### src/rtl/rxpk_pkg.sv
package rxpk_pkg;

  localparam int unsigned LANES      = 4;
  localparam int unsigned BYTE_W     = 8;
  localparam int unsigned WORD_W     = LANES * BYTE_W;
  localparam int unsigned LANE_IDX_W = $clog2(LANES);

  typedef enum logic {
    MODE_WIDE   = 1'b0,
    MODE_NARROW = 1'b1
  } rx_mode_e;

  typedef struct packed {
    logic [WORD_W-1:0] data;
    logic [LANES-1:0]  be;
  } wr_entry_t;

  // one-hot enable for a single lane
  function automatic logic [LANES-1:0] lane_bit(input logic [LANE_IDX_W-1:0] lane);
    logic [LANES-1:0] r;
    r       = '0;
    r[lane] = 1'b1;
    return r;
  endfunction

  // a lone character placed in lane 0, the rest zero
  function automatic logic [WORD_W-1:0] lone_char(input logic [BYTE_W-1:0] b);
    return {{(WORD_W-BYTE_W){1'b0}}, b};
  endfunction

endpackage

### src/rtl/rxpk_mode_ctl.sv
module rxpk_mode_ctl
  import rxpk_pkg::*;
(
  input  logic     clk_i,
  input  logic     rst_ni,
  input  logic     narrow_req_i,
  input  logic     idle_i,
  output rx_mode_e mode_o
);

  rx_mode_e req_mode;
  assign req_mode = narrow_req_i ? MODE_NARROW : MODE_WIDE;

  // the active mode only follows the request while nothing is in flight
  always_ff @(posedge clk_i) begin
    if (!rst_ni) begin
      mode_o <= MODE_WIDE;
    end else if (idle_i) begin
      mode_o <= req_mode;
    end
  end

endmodule

### src/rtl/rxpk_packer.sv
module rxpk_packer
  import rxpk_pkg::*;
(
  input  logic              clk_i,
  input  logic              rst_ni,
  input  logic              take_i,
  input  logic [BYTE_W-1:0] byte_i,
  input  logic              eof_i,
  input  rx_mode_e          mode_i,
  output logic              push_o,
  output wr_entry_t         entry_o,
  output logic              busy_o
);

  logic [WORD_W-1:0]     acc_data_q;
  logic [LANES-1:0]      acc_be_q;
  logic [LANE_IDX_W-1:0] fill_q;
  logic [WORD_W-1:0]     merged;
  logic [LANES-1:0]      merged_be;
  logic                  last_lane;
  logic                  wide_close;

  // steer the incoming character into the lane given by the fill count
  for (genvar g = 0; g < LANES; g++) begin : g_lane
    logic hit;
    assign hit = (fill_q == LANE_IDX_W'(g));
    assign merged[g*BYTE_W +: BYTE_W] = hit ? byte_i : acc_data_q[g*BYTE_W +: BYTE_W];
  end

  assign merged_be  = acc_be_q | lane_bit(fill_q);
  assign last_lane  = (fill_q == LANE_IDX_W'(LANES-1));
  assign wide_close = take_i && (mode_i == MODE_WIDE) && (last_lane || eof_i);
  assign busy_o     = (fill_q != '0);

  always_comb begin
    push_o  = 1'b0;
    entry_o = '0;
    if (take_i && (mode_i == MODE_NARROW)) begin
      push_o       = 1'b1;
      entry_o.data = lone_char(byte_i);
      entry_o.be   = lane_bit('0);
    end else if (wide_close) begin
      push_o       = 1'b1;
      entry_o.data = merged;
      entry_o.be   = merged_be;
    end
  end

  always_ff @(posedge clk_i) begin
    if (!rst_ni) begin
      acc_data_q <= '0;
      acc_be_q   <= '0;
      fill_q     <= '0;
    end else if (wide_close) begin
      acc_data_q <= '0;
      acc_be_q   <= '0;
      fill_q     <= '0;
    end else if (take_i && (mode_i == MODE_WIDE)) begin
      acc_data_q <= merged;
      acc_be_q   <= merged_be;
      fill_q     <= fill_q + 1'b1;
    end
  end

endmodule

### src/rtl/rxpk_store.sv
module rxpk_store
  import rxpk_pkg::*;
#(
  parameter int unsigned DEPTH = 8,
  parameter int unsigned CNT_W = 4
) (
  input  logic             clk_i,
  input  logic             rst_ni,
  input  logic             push_i,
  input  wr_entry_t        push_entry_i,
  input  logic             pop_i,
  input  logic [CNT_W-1:0] cap_i,
  output wr_entry_t        head_o,
  output logic [CNT_W-1:0] count_o,
  output logic             full_o,
  output logic             empty_o
);

  localparam int unsigned PTR_W = (DEPTH > 1) ? $clog2(DEPTH) : 1;

  function automatic logic [PTR_W-1:0] step(input logic [PTR_W-1:0] p);
    return (p == PTR_W'(DEPTH-1)) ? '0 : p + 1'b1;
  endfunction

  wr_entry_t        mem [DEPTH];
  logic [PTR_W-1:0] wr_ptr_q;
  logic [PTR_W-1:0] rd_ptr_q;

  assign head_o  = mem[rd_ptr_q];
  assign full_o  = (count_o >= cap_i);
  assign empty_o = (count_o == '0);

  always_ff @(posedge clk_i) begin
    if (push_i) begin
      mem[wr_ptr_q] <= push_entry_i;
    end
  end

  always_ff @(posedge clk_i) begin
    if (!rst_ni) begin
      wr_ptr_q <= '0;
      rd_ptr_q <= '0;
      count_o  <= '0;
    end else begin
      if (push_i) wr_ptr_q <= step(wr_ptr_q);
      if (pop_i)  rd_ptr_q <= step(rd_ptr_q);
      case ({push_i, pop_i})
        2'b10:   count_o <= count_o + 1'b1;
        2'b01:   count_o <= count_o - 1'b1;
        default: count_o <= count_o;
      endcase
    end
  end

endmodule

### src/rtl/rx_pack_fifo.sv
module rx_pack_fifo
  import rxpk_pkg::*;
#(
  parameter int unsigned WIDE_BYTES = 32,
  parameter int unsigned NARROW_DIV = 4
) (
  input  logic              clk_i,
  input  logic              rst_ni,
  input  logic              narrow_i,
  input  logic              rx_vld_i,
  input  logic [BYTE_W-1:0] rx_byte_i,
  input  logic              rx_eof_i,
  output logic              wr_vld_o,
  input  logic              wr_rdy_i,
  output logic [WORD_W-1:0] wr_data_o,
  output logic [LANES-1:0]  wr_be_o,
  output logic              ovf_o
);

  localparam int unsigned WIDE_ENTRIES   = WIDE_BYTES / LANES;
  localparam int unsigned NARROW_ENTRIES = WIDE_BYTES / NARROW_DIV;
  localparam int unsigned DEPTH          = (WIDE_ENTRIES > NARROW_ENTRIES) ? WIDE_ENTRIES : NARROW_ENTRIES;
  localparam int unsigned CNT_W          = $clog2(DEPTH + 1);

  // named internal events, observed by the bound checker
  rx_mode_e         mode_q;
  logic             take_evt;
  logic             drop_evt;
  logic             push_evt;
  logic             pop_evt;
  logic             pack_busy;
  logic             fifo_full;
  logic             fifo_empty;
  logic [CNT_W-1:0] fifo_count;
  logic [CNT_W-1:0] fifo_cap;
  logic             mode_idle;
  wr_entry_t        push_entry;
  wr_entry_t        head;
  logic             ovf_q;

  assign fifo_cap  = (mode_q == MODE_NARROW) ? CNT_W'(NARROW_ENTRIES) : CNT_W'(WIDE_ENTRIES);
  assign take_evt  = rx_vld_i && !fifo_full;
  assign drop_evt  = rx_vld_i && fifo_full;
  assign pop_evt   = wr_vld_o && wr_rdy_i;
  assign mode_idle = fifo_empty && !pack_busy && !rx_vld_i;

  rxpk_mode_ctl u_mode (
    .clk_i        (clk_i),
    .rst_ni       (rst_ni),
    .narrow_req_i (narrow_i),
    .idle_i       (mode_idle),
    .mode_o       (mode_q)
  );

  rxpk_packer u_packer (
    .clk_i   (clk_i),
    .rst_ni  (rst_ni),
    .take_i  (take_evt),
    .byte_i  (rx_byte_i),
    .eof_i   (rx_eof_i),
    .mode_i  (mode_q),
    .push_o  (push_evt),
    .entry_o (push_entry),
    .busy_o  (pack_busy)
  );

  rxpk_store #(
    .DEPTH (DEPTH),
    .CNT_W (CNT_W)
  ) u_store (
    .clk_i        (clk_i),
    .rst_ni       (rst_ni),
    .push_i       (push_evt),
    .push_entry_i (push_entry),
    .pop_i        (pop_evt),
    .cap_i        (fifo_cap),
    .head_o       (head),
    .count_o      (fifo_count),
    .full_o       (fifo_full),
    .empty_o      (fifo_empty)
  );

  always_ff @(posedge clk_i) begin
    if (!rst_ni) ovf_q <= 1'b0;
    else         ovf_q <= drop_evt;
  end

  assign wr_vld_o  = !fifo_empty;
  assign wr_data_o = wr_vld_o ? head.data : '0;
  assign wr_be_o   = wr_vld_o ? head.be : '0;
  assign ovf_o     = ovf_q;

endmodule

### config.mk
export PLATFORM = sky130hd
export DESIGN_NAME = rx_pack_fifo
export DESIGN_NICKNAME = d
export VERILOG_FILES = /design/src/rtl/rxpk_pkg.sv /design/src/rtl/rxpk_mode_ctl.sv /design/src/rtl/rxpk_packer.sv /design/src/rtl/rxpk_store.sv /design/src/rtl/rx_pack_fifo.sv
export SDC_FILE = /design/constraint.sdc
export NUM_CORES = 1
export LEC_CHECK = 0
export ABC_CLOCK_PERIOD_IN_PS = 6000
export CORE_ASPECT_RATIO = 1.2
export CORE_MARGIN = 5
export CORE_UTILIZATION = 60
export DETAILED_ROUTE_END_ITERATION = 8
export DONT_BUFFER_PORTS = 1
export GPL_ROUTABILITY_DRIVEN = 0
export PLACE_DENSITY = 0.76
export SLEW_MARGIN = 20
export SYNTH_ARGS = -nofsm -noshare
export SYNTH_HDL_FRONTEND = slang
export SYNTH_SLANG_ARGS = --single-unit
### constraint.sdc
create_clock -name clk_i -period 6 [get_ports clk_i]
set_input_delay 0.6 -clock clk_i [delete_from_list [all_inputs] [get_ports clk_i]]
set_output_delay 0.6 -clock clk_i [all_outputs]
set_load 0.01 [all_outputs]
# --- Word level (Yosys, flattened, before mapping) ---
# Memory sizes are Yosys's and may differ from the RTL's. A register that Yosys moved wholly into a read port is not among the register bits.
# Cells that the tools add are included.
op_classes:
  add_sub_neg: 5
  n_bitwise: 3
  order_cmp: 3
  mux: 20
  eq_ne: 7
  n_reduce_logical: 19
ops:
  columns: ["op", "count"]
  rows:
  - ["two-way mux 36 bit", 2]
  - ["two-way mux 32 bit", 1]
  - ["two-way mux 8 bit", 4]
  - ["two-way mux 3 bit", 4]
  - ["logical AND 1 bit", 9]
  - ["one-hot mux 4 bit (2 select lines)", 1]
  - ["adder 3 x 1 -> 3 bit (second input constant)", 2]
  - ["== test 2 bit (second input constant)", 3]
  - ["== test 3 bit (second input constant)", 2]
  - ["two-way mux 1 bit", 6]
  - ["adder 4 x 1 -> 4 bit (second input constant)", 1]
  - ["== test 2 x 1 -> 1 bit (second input constant)", 2]
  - ["greater-or-equal comparator 4 bit (second input constant)", 1]
  - ["zero test 1 bit", 4]
  - ["zero test 4 bit", 1]
  - ["two-way mux 4 bit", 1]
  - ["bitwise OR 4 bit", 1]
  - ["nonzero test 2 bit", 2]
  - ["subtractor 4 x 1 -> 4 bit (second input constant)", 1]
  - ["< comparator 2 x 3 -> 1 bit (second input constant)", 1]
  - ["adder 2 x 1 -> 2 bit (second input constant)", 1]
  - ["demux 1 bit (select 2 bit)", 1]
  - ["greater-or-equal comparator 2 x 1 -> 1 bit (second input constant)", 1]
  - ["zero test 2 bit", 1]
  - ["other kinds (3)", 4]
word_totals:
  input_bits: 14
  ff_bits: 50
  memories: 1
  elab_cells: 66
  mem_bits_rw: 288
memory_table:
  columns: ["memory", "depth", "word_bits", "read_ports", "rd_clocked_by_memory_dff", "write_ports", "line_no", "source"]
  rows:
  - ["u_store.mem", 8, 36, 1, 1, 1, "rxpk_store.sv:25", "wr_entry_t mem [DEPTH];"]

# --- Longest topological paths before layout ---
# Gate-level depths: netlist of run 1.
depth:
  depth_word: 9
  mapped_depth: 11
  ltp_nobuf: 11

# --- Hierarchy ---
# From an unflattened synthesis of run 1, not the netlist that was laid out.
hier_totals:
  cells_unflattened: 812
  area_unflattened_um2: 14287.5
by_module_without_submodules:
  columns: ["module", "seq_area_each_um2", "cells_each", "area_per_inst_um2", "n_inst"]
  rows:
  - ["rxpk_store", 8908.5, 502, 11837.6, 1]
  - ["rxpk_packer", 760.7, 259, 2074.5, 1]
  - ["rx_pack_fifo", 20.0, 48, 339.1, 1]
  - ["rxpk_mode_ctl", 20.0, 3, 36.3, 1]

# --- Least setup slack after synthesis of run 1 ---
# No wires, ideal clock.
synth_path:
  path_type: "input -> register"
  startpoint: "in rx_vld_i"
  endpoint: "mem u_store.mem[0][0] (netlist name) (enable)"
  stages: 4
  arrival_time_ns: 4.444
  setup_slack_ns: 1.036
  path_cell_list: "nor2b_4 -> o31ai_1 -> buf_2 -> nor4_1"
synth_via:
  elab_chain_len: 7
synth_lines:
  columns: ["item", "line_no", "source"]
  rows:
  - ["start, declared", "rx_pack_fifo.sv:10", "input logic rx_vld_i,"]
  - ["logical AND 1 bit (*)", "rx_pack_fifo.sv:42", "assign take_evt = rx_vld_i && !fifo_full;"]
  - ["logical AND 1 bit (2 in series)", "rxpk_packer.sv:32", "assign wide_close = take_i && (mode_i == MODE_WIDE) && (last_lane || eof_i);"]
  - ["two-way mux 1 bit", "rxpk_packer.sv:42", "end else if (wide_close) begin"]
  - ["two-way mux 1 bit (*)", "rxpk_packer.sv:38", "if (take_i && (mode_i == MODE_NARROW)) begin"]
  - ["two-way mux 1 bit (*)", "rxpk_store.sv:34", "if (push_i) begin"]
  - ["two-way mux 1 bit (implied by the code) (*)", "rxpk_store.sv:35", "mem[wr_ptr_q] <= push_entry_i;"]
  - ["end, declared", "rxpk_store.sv:25", null]
# Mark *: on every way between the ends. The rest lies on a longest branch, timed or not.

==> results of run 1 <==
## logic make-up after synthesis
kind of cell | synth area share
and+or+nand+nor | 0.0590
xor gates and xnor gates | 0.00256
AOI/OAI and AO/OA | 0.0250
muxes | 0.172
adders and majority gates | 0.0100
DFF | 0.709
buffers and inverters | 0.0226
## flip-flops by register name (all words and copies together), names as in the netlist, named ones only
name and cells:
ovf_o 1, u_store.wr_ptr_q 3, u_packer.fill_q 2, u_mode.mode_o 1
u_store.count_o 4, u_store.mem 288, u_store.rd_ptr_q 3, u_packer.acc_data_q 32
u_packer.acc_be_q 4
## cells in the final DEF (no fill, tap or decap), types with 4 or more instances in the layout
cell type     n
a21oi_1      35
nand2_1      73
a22o_1        8
clkbuf_1      4
buf_4        18
nor3_2        4
mux4_1       21
edfxtp_1    288
nor2b_1       8
dfxtp_1      50
and2_1        5
clkinvlp_4    4
a21boi_0      4
mux2i_1      66
inv_1         4
mux4_2       51
ha_1         11
nor2_1       76
clkinv_1      6
clkbuf_16    31
or3_1         4
clkinv_2      4
bufinv_16     4
## synthesized netlist by cell type (all sizes together) (2+ instances only)
master  instances
o21a            2
ha             11
xnor2           2
edfxtp        288
nor2b           9
a22o            8
or3             4
mux2i          66
and3            2
nand2          75
nor3            4
buf            41
clkbuf          7
dfxtp          53
nor4            2
inv             4
xor2            2
mux4           72
a21oi          35
a21boi          4
and2            5
o21ai           2
nor2           80
nand2b          3
## metrics by stage
stage	util	total power, uW	hold slack, ns
6_report	0.668	6100	0.193
5_1_grt	0.668	6390	0.177
4_1_cts	0.667	6160	0.169
3_5_place_dp	0.622	4230	0.449
3_3_place_gp	0.622	4160	0.441
2_1_floorplan	-	3980	0.436
## cell type report
type | instances | area [um^2]
clock buffers | 35 | 791
clock inverters | 22 | 231
fillers | 1406 | 7460
inverters | 4 | 15.0
multi-input cells | 396 | 3750
flip-flops and latches | 341 | 9720
well taps | 279 | 349
repair buffers | 18 | 135
## critical path, delay by kind of cell, from the launching register on
family	cells	cell delay, ns
DFF	1	0.86
buffers and inverters	1	0.61
and+or+nand+nor	1	0.11
muxes	2	0.86
## power by group
part | switching (uW) | leakage (uW) | internal, uW
Sequential | 156 | 0.00319 | 2730
Clock | 827 | 0.000485 | 1120
Combinational | 730 | 0.00121 | 540
## worst max-delay path by stage
stage / slack, ns / cells past startpoint / start / endpoint
after global placement: 2.87 / 4 / flop / wr_data_o[24]
final: 2.35 / 4 / flop / wr_data_o[24]
after global routing: 2.12 / 4 / flop / wr_data_o[24]
after CTS: 2.24 / 4 / flop / wr_data_o[24]
after floorplan: 1.04 / 4 / rx_vld_i / u_store.mem[0][0]
after detailed placement: 2.82 / 4 / flop / wr_data_o[24]
## metal layers
| metal | GRT usage | up-vias | share of wire |
|---|---|---|---|
| met5 | 0 | - | 0 |
| met4 | 0.0474 | 0 | 0.017 |
| met3 | 0.0405 | 43 | 0.069 |
| met2 | 0.363 | 223 | 0.52 |
| met1 | 0.286 | 3530 | 0.40 |
| li1 | - | 3055 | - |
==> results.cfg, run 1 <==
[clocking]
cts.sinks = 341
root_buffer = clkbuf_16
clk_pin_slew_ns = 0.07
clock_latency_ns = 0.54
clock_path_buffers = 3
ctsHoldBuffers = 0
cts_max_level = 1
post_cts_resized = 0
cts_buffers = 31
cts_setup_buffers = 0
cts_tree = done

[min_path]
whs_endpoint = u_packer.acc_data_q[18]
min_delay_path_depth = 2
worstHoldStart = rx_byte_i[2]
hold_path_class = input pin to flop

[placement]
dp_slack_ns = 2.82
place_area_um2 = 14000
dp_cells = 1038
io_buffer_count = 0
dpl.hpwl_um = 15200

[cells_and_area]
syn_to_final_growth_pct = 9.37
antennaDiodeCount = 0
finish.instance_area_um2 = 15000
drive_gt1_frac = 0.167
fin_cells = 1095
fin_nets = 817

[die]
fp.dieH_um = 176
start_util = 0.610
fp-row-count = 60
core-area_um2 = 22400
die_x_um = 148
io-pin-count = 52
dieArea_um2 = 26000

[critical_path]
worstReg2RegEnd = u_store.mem[3][2]
worstPathCellList = buf_4 -> mux4_1 -> mux2i_1 -> nor2_1
startpoint_type = flop
reg2reg_slack_ns = 2.89
r2r.worst_path.cells = 5
arrival_ns = 3.05
worstPathMaxFanout = 43
slowest_delay_ns = 0.86
worst_path_max_delay_cell = dfxtp_4
critical_path_class = flop to output pin
timing.rr.start = u_packer.fill_q[0]
worstPathRequired_ns = 5.40
endpoint_kind = output pin

[timing]
tightest_slew_ns = 0.960
rsz0062_at_grt = false
finalCritPeriodShare = 0.609
fin_worst_skew_ns = 0.0115
setup-violations-final = 0
post-route-min-period_ns = 3.65
fin_tns_setup_ns = 0
final.setup.worst_slack_ns = 2.35
max_slew_margin = 0.356
finalHoldViolCount = 0
drv_slew = 0
max_clock_freq_ghz = 0.274

[outcome]
status = finished clean

[synth]
synth.distinct_cells = 40
yosysWarningCount = 0
synth_area_leaders = edfxtp_1 (63%), mux4_2 (8.4%), dfxtp_1 (7.7%)
avgSynthCellArea_um2 = 17.4
synth_top_area_cell = edfxtp_1
synth_top_area_frac = 0.631
synth_area_um2 = 13700
synth-edff-count = 288
synthesis.instances = 789
ys_ff_latch = 341
synthFlopType = edfxtp_1
synth-async-reset-ratio = 0
synth_nets = 814
ys_seq_area_frac = 0.709

[pwr]
peakVddDrop_mv = 0.464
power_density_nw_per_um2 = 407
p_leak_uw = 0.00489

[global_routing]
grt_use_total = 0.211
overflow = 0
grt_pass1_vias = 7110
grt_start_max_net_pins = 44
grt_first_pass_wirelength_um = 42000
antenna_found_initial = 0

[job]
cap_violations = 0

[route]
vias = 6851
drc = 0
avgRoutedWirePerCell_um = 24.4
vias_per_cell = 6.26
wl_um = 26700
drt_iter0_markers = 734
ant_nets = 0
first_pass_iters = 5
Power figures use the tool's default switching activity.
==> run 2: changes to the inputs <==
- ABC_AREA: not set -> 1
- ABC_CLOCK_PERIOD_IN_PS: 6000 -> 3640
- clock period: 6 -> 3.64 ns (I/O delays scaled with it)
==> run 2 against run 1 <==
Hold slack lost 0.16 ns. Combinational power rose to 2.6 times the previous value. Critical path depth is 3 higher. Clock power is 75% higher. Worst setup slack got worse by 1.8 ns. Core utilization is 0.40 points higher. Wire length up 19%. Via count rose by 38%. Sequential share of layout area decreased by 2.7 points. Count of clock-buffer cells in the layout rose by 4. Largest cell class unchanged. Largest power group unchanged. Highest routed layer unchanged.
==> results.cfg, run 2 <==
[route]
wl_um = 31700
first_pass_iters = 5
drt_iter0_markers = 831
avgRoutedWirePerCell_um = 19.5
drc = 0
ant_nets = 0
vias_per_cell = 5.82
vias = 9473

[timing]
post-route-min-period_ns = 3.05
finalHoldViolCount = 0
fin_worst_skew_ns = 0.0100
finalCritPeriodShare = 0.839
max_clock_freq_ghz = 0.327
whs_ns = 0.0337
tightest_slew_ns = 0.946
setup-violations-final = 0
drv_slew = 0
fin_tns_setup_ns = 0
rsz0062_at_grt = false
max_slew_margin = 0.367
final.setup.worst_slack_ns = 0.586

[cells_and_area]
regMostFlops = u_store.mem
antennaDiodeCount = 0
final_common_cell = nor2_1
nFillCells = 1667
syn_to_final_growth_pct = 9.85
fin_nets = 1314
largestRegisters = u_store.mem: 288 flops, u_packer.acc_data_q: 32 flops
finish.instance_area_um2 = 15600
final_cell_mix = nor2_1 (300), edfxtp_1 (288), o21ai_0 (177)
drive_gt1_frac = 0.0770
largest_reg_flops = 288

[pwr]
peakVddDrop_mv = 0.556
total_power_uw = 11400
p_leak_uw = 0.00528
power_density_nw_per_um2 = 727

[critical_path]
critPathTopFamily = simple AND/OR/NAND/NOR gates
worstPathMaxFanout = 30
worstPathRequired_ns = 3.90
critical_path_class = flop to flop
arrival_ns = 3.31
path_buf_inv = 1
startpoint_type = flop
worst_path_max_delay_cell = nor2_4
crit_top_cell = nand2_1
worstPathCellList = ha_1 -> or2_1 -> nand2_4 -> nand2_1 -> nand2_1 -> nor2_4 -> buf_12
endpoint_kind = flop
slowest_delay_ns = 0.49

[global_routing]
grt_pass1_vias = 9249
grt_start_max_net_pins = 145
use_met2 = 0.391
busiest_layer = met2
use_met3 = 0.0437
grt_first_pass_wirelength_um = 49900
grt_use_total = 0.238
overflow = 0
grt_use_met1 = 0.326
antenna_found_initial = 0

[synth]
synthesis.instances = 1317
synth_top_area_frac = 0.608
synthFlopType = edfxtp_1
yosysWarningCount = 0
synth.most_common_cell = nor2_1
ys_ff_latch = 341
synth-async-reset-ratio = 0
yosys-top-cells-count = nor2_1 (308), edfxtp_1 (288), o21ai_0 (178), nand2_1 (175), inv_1 (69)
avgSynthCellArea_um2 = 10.8
synth.distinct_cells = 29
synth_nets = 1342
synth_area_leaders = edfxtp_1 (61%), nor2_1 (8.1%), dfxtp_1 (7.5%)
synth_top_area_cell = edfxtp_1
synth_area_um2 = 14200
synth-edff-count = 288
ys_seq_area_frac = 0.682

[outcome]
status = finished clean

[clocking]
clock_latency_ns = 0.56
cts_max_level = 1
cts_setup_buffers = 0
cts_tree = done
clk_pin_slew_ns = 0.07
cts_buffers = 31
cts.sinks = 341
root_buffer = clkbuf_16
clock_path_buffers = 3

[job]
cap_violations = 0

[placement]
dpl.hpwl_um = 18900
dp_slack_ns = 0.583
place_area_um2 = 14500
io_buffer_count = 0

[die]
dieArea_um2 = 26900
start_util = 0.611
fp.dieH_um = 179
fp-row-count = 61
core-area_um2 = 23300
io-pin-count = 52
die_x_um = 151

[min_path]
hold_path_class = input pin to flop
## run 2: cells by family after synthesis
kind of cell,count (synthesis),synth area share
buffers and inverters,155,0.0490
xor gates and xnor gates,2,0.00123
AOI/OAI and AO/OA,297,0.119
adders and majority gates,11,0.00967
and+or+nand+nor,511,0.139
DFF,341,0.682
## run 2: path summary, 6_finish.rpt
check | start | end | slack, ns | cells after the start
worst min register to register | u_packer.acc_be_q[3] | u_packer.acc_be_q[3] | 0.45 | 2
worst min-delay path | rst_ni | u_store.wr_ptr_q[1] | 0.03 | 2
worst max register to register | u_packer.fill_q[0] | u_store.mem[5][1] | 0.59 | 7
worst max-delay path | u_packer.fill_q[0] | u_store.mem[5][1] | 0.59 | 7
## run 2: report_power, final
| part | total (uW) | switching [uW] | internal (uW) |
|---|---|---|---|
| clock network | 3420 | 1370 | 2060 |
| registers | 4660 | 155 | 4510 |
| logic | 3290 | 2410 | 880 |
## run 2: per-layer routing
metal / wire length, um / vias to the layer above / part of all wire
li1: - / 4481 / -
met1: 13000 / 4538 / 0.41
met2: 15400 / 389 / 0.48
met3: 2470 / 65 / 0.078
met4: 850 / 0 / 0.027
met5: 0 / - / 0
## run 2: repair_timing
item | 4_1_cts | 5_1_grt
endpoints found under the hold margin | 11 | 0
hold buffers | 3 | 0
resized for setup | 0 | 0
## run 2: final cells by class
cell class,instances,area (um^2),area share
well taps,315,394,0.0252
clock buffers,39,806,0.0515
flip-flops and latches,341,9720,0.621
inverters,71,268,0.0171
clock inverters,17,265,0.0170
repair buffers,23,293,0.0187
multi-input cells,821,3890,0.249
## run 2: stage by stage
step,utilization,instances
final,0.672,1627
after global routing,0.672,1627
after CTS,0.672,1627
after detailed placement,0.624,1568
after global placement,0.624,1568
after floorplan,-,1317
==> run 3: changes to the inputs <==
- ABC_CLOCK_PERIOD_IN_PS: 3640 -> 2700
- CORE_UTILIZATION: 60 -> 57
- PLACE_DENSITY: 0.76 -> 0.75
- clock period: 3.64 -> 2.7 ns (I/O delays scaled with it)
==> run 3 against run 2 <==
Hold slack got worse by 0.010 ns. Core utilization fell by 3.1 points. Cell count rose by 2.0%. Combinational power rose by 39%. Clock skew barely moved. Count of clock-buffer cells in the layout rose by 3. Wire length rose by 1.5%. Clock power rose by 29%. Sequential power rose by 35%. Global-route usage fell by 1.1 points. Non-clock buffer count rose by 22. Largest cell class unchanged.
==> results.cfg, run 3 (synthesis gave the netlist of run 2 again) <==
[global_routing]
grt_first_pass_wirelength_um = 50900
grt_use_total = 0.227
antenna_found_initial = 0
grt_pass1_vias = 9263
grt_start_max_net_pins = 145
overflow = 0

[cells_and_area]
fin_cells = 1660
largest_reg_flops = 288
antennaDiodeCount = 0
largestRegisters = u_store.mem: 288 flops, u_packer.acc_data_q: 32 flops
final_common_cell = nor2_1
syn_to_final_growth_pct = 11.1
final_cell_mix = nor2_1 (300), edfxtp_1 (288), o21ai_0 (178)
nFillCells = 1832
regMostFlops = u_store.mem
fin_nets = 1336
drive_gt1_frac = 0.0861

[clocking]
cts_buffers = 31
cts_max_level = 1
cts_tree = done
cts_setup_buffers = 0
cts.sinks = 341
clk_pin_slew_ns = 0.06
root_buffer = clkbuf_16
clock_path_buffers = 3
clock_latency_ns = 0.55

[critical_path]
endpoint_kind = flop
worstPathMaxFanout = 11
worstPathRequired_ns = 3.14
setup.worst_path.start = u_packer.fill_q[0]
worstReg2RegEnd = u_mode.mode_o
crit_end = u_mode.mode_o
r2r.worst_path.cells = 7
timing.rr.start = u_packer.fill_q[0]
reg2reg_slack_ns = 0.14
arrival_ns = 3.00
critical_path_class = flop to flop
startpoint_type = flop

[timing]
finalHoldViolCount = 0
finalCritPeriodShare = 0.950
max_clock_freq_ghz = 0.390
tightest_slew_ns = 1.06
max_slew_margin = 0.289
drv_slew = 0
post-route-min-period_ns = 2.56
setup-violations-final = 0
fin_worst_skew_ns = 0.0100
whs_ns = 0.0232
rsz0062_at_grt = true
final.setup.worst_slack_ns = 0.135

[die]
core-area_um2 = 24700
start_util = 0.577
dieArea_um2 = 28200
io-pin-count = 52
die_x_um = 154
fp-row-count = 63
fp.dieH_um = 183

[route]
drc = 0
vias = 9581
vias_per_cell = 5.77
drt_iter0_markers = 960
wl_um = 32200
ant_nets = 0
first_pass_iters = 7
avgRoutedWirePerCell_um = 19.4

[placement]
dp_cells = 1591
io_buffer_count = 0
dp_slack_ns = 0.486
dpl.hpwl_um = 18500

[job]
cap_violations = 0

[min_path]
hold_path_class = input pin to flop

[pwr]
p_leak_uw = 0.00538
power_density_nw_per_um2 = 966
peakVddDrop_mv = 1.06

[outcome]
status = finished clean
run 3: cell types whose count changed in the layout (fill, tap and decap cells not counted), sizes merged:
cell	before	now
dlygate4sd3	3	12
buf	20	33
bufinv	7	5
clkinvlp	0	1
clkinv	10	9
clkbuf	39	42
run 3: how the worst min path moves through the flow:
stage                                   end  cells past startpoint  slack [ns]                  from
global placement        u_store.wr_ptr_q[0]                      2        0.41                rst_ni
finish              u_packer.acc_data_q[29]                      4        0.02          rx_byte_i[5]
detailed placement      u_store.wr_ptr_q[0]                      2        0.41                rst_ni
CTS                 u_packer.acc_data_q[29]                      4       0.008          rx_byte_i[5]
floorplan              u_packer.acc_be_q[3]                      2        0.41  u_packer.acc_be_q[3]
global route         u_packer.acc_data_q[7]                      4        0.04          rx_byte_i[7]
run 3: layer usage:
layer / share of wire / wire (um) / track usage / vias to the layer above
met3: 0.073 / 2360 / 0.0335 / 72
li1: - / - / - / 4526
met2: 0.49 / 15800 / 0.381 / 369
met4: 0.028 / 917 / 0.0689 / 0
met1: 0.41 / 13100 / 0.310 / 4614
met5: 0 / 0 / 0 / -
run 3: what timing repair did:
item,in CTS,in global routing
setup endpoints to repair,0,11
gates resized for setup,0,4
hold endpoints to repair,21,0
hold buffers,12,0
run 3: where the power goes:
part | switching [uW] | internal [uW]
logic | 3310 | 1270
registers | 193 | 6080
clock network | 1820 | 2600
run 3: final cells by class:
class                           count  area (um^2)  area share
Clock buffer                       42          817      0.0517
Timing Repair Buffer               45          500      0.0317
Sequential cell                   341         9720       0.615
Clock inverter                     15          205      0.0130
Tap cell                          325          407      0.0257
Multi-Input combinational cell    821         3900       0.246
Inverter                           71          268      0.0169
run 3: through the flow:
stage                     utilization  area [um^2]  TNS, ns  power, uW
after floorplan                     -        14200   -68.96       9650
final                           0.641        15800        0      15300
after detailed placement        0.594        14700        0      10900
after global placement          0.594        14700        0      10800
after global routing            0.641        15800  -0.0384      16100
after CTS                       0.640        15800        0      15300
run 3: worst max-delay path, cell delays in order (launching register included):
cell	delay, ns
dfxtp_1	0.34
inv_1	0.12
ha_2	0.30
inv_1	0.21
nor4_1	0.30
dlygate4sd3_1	0.59
nor2_1	0.04
dlygate4sd3_1	0.55
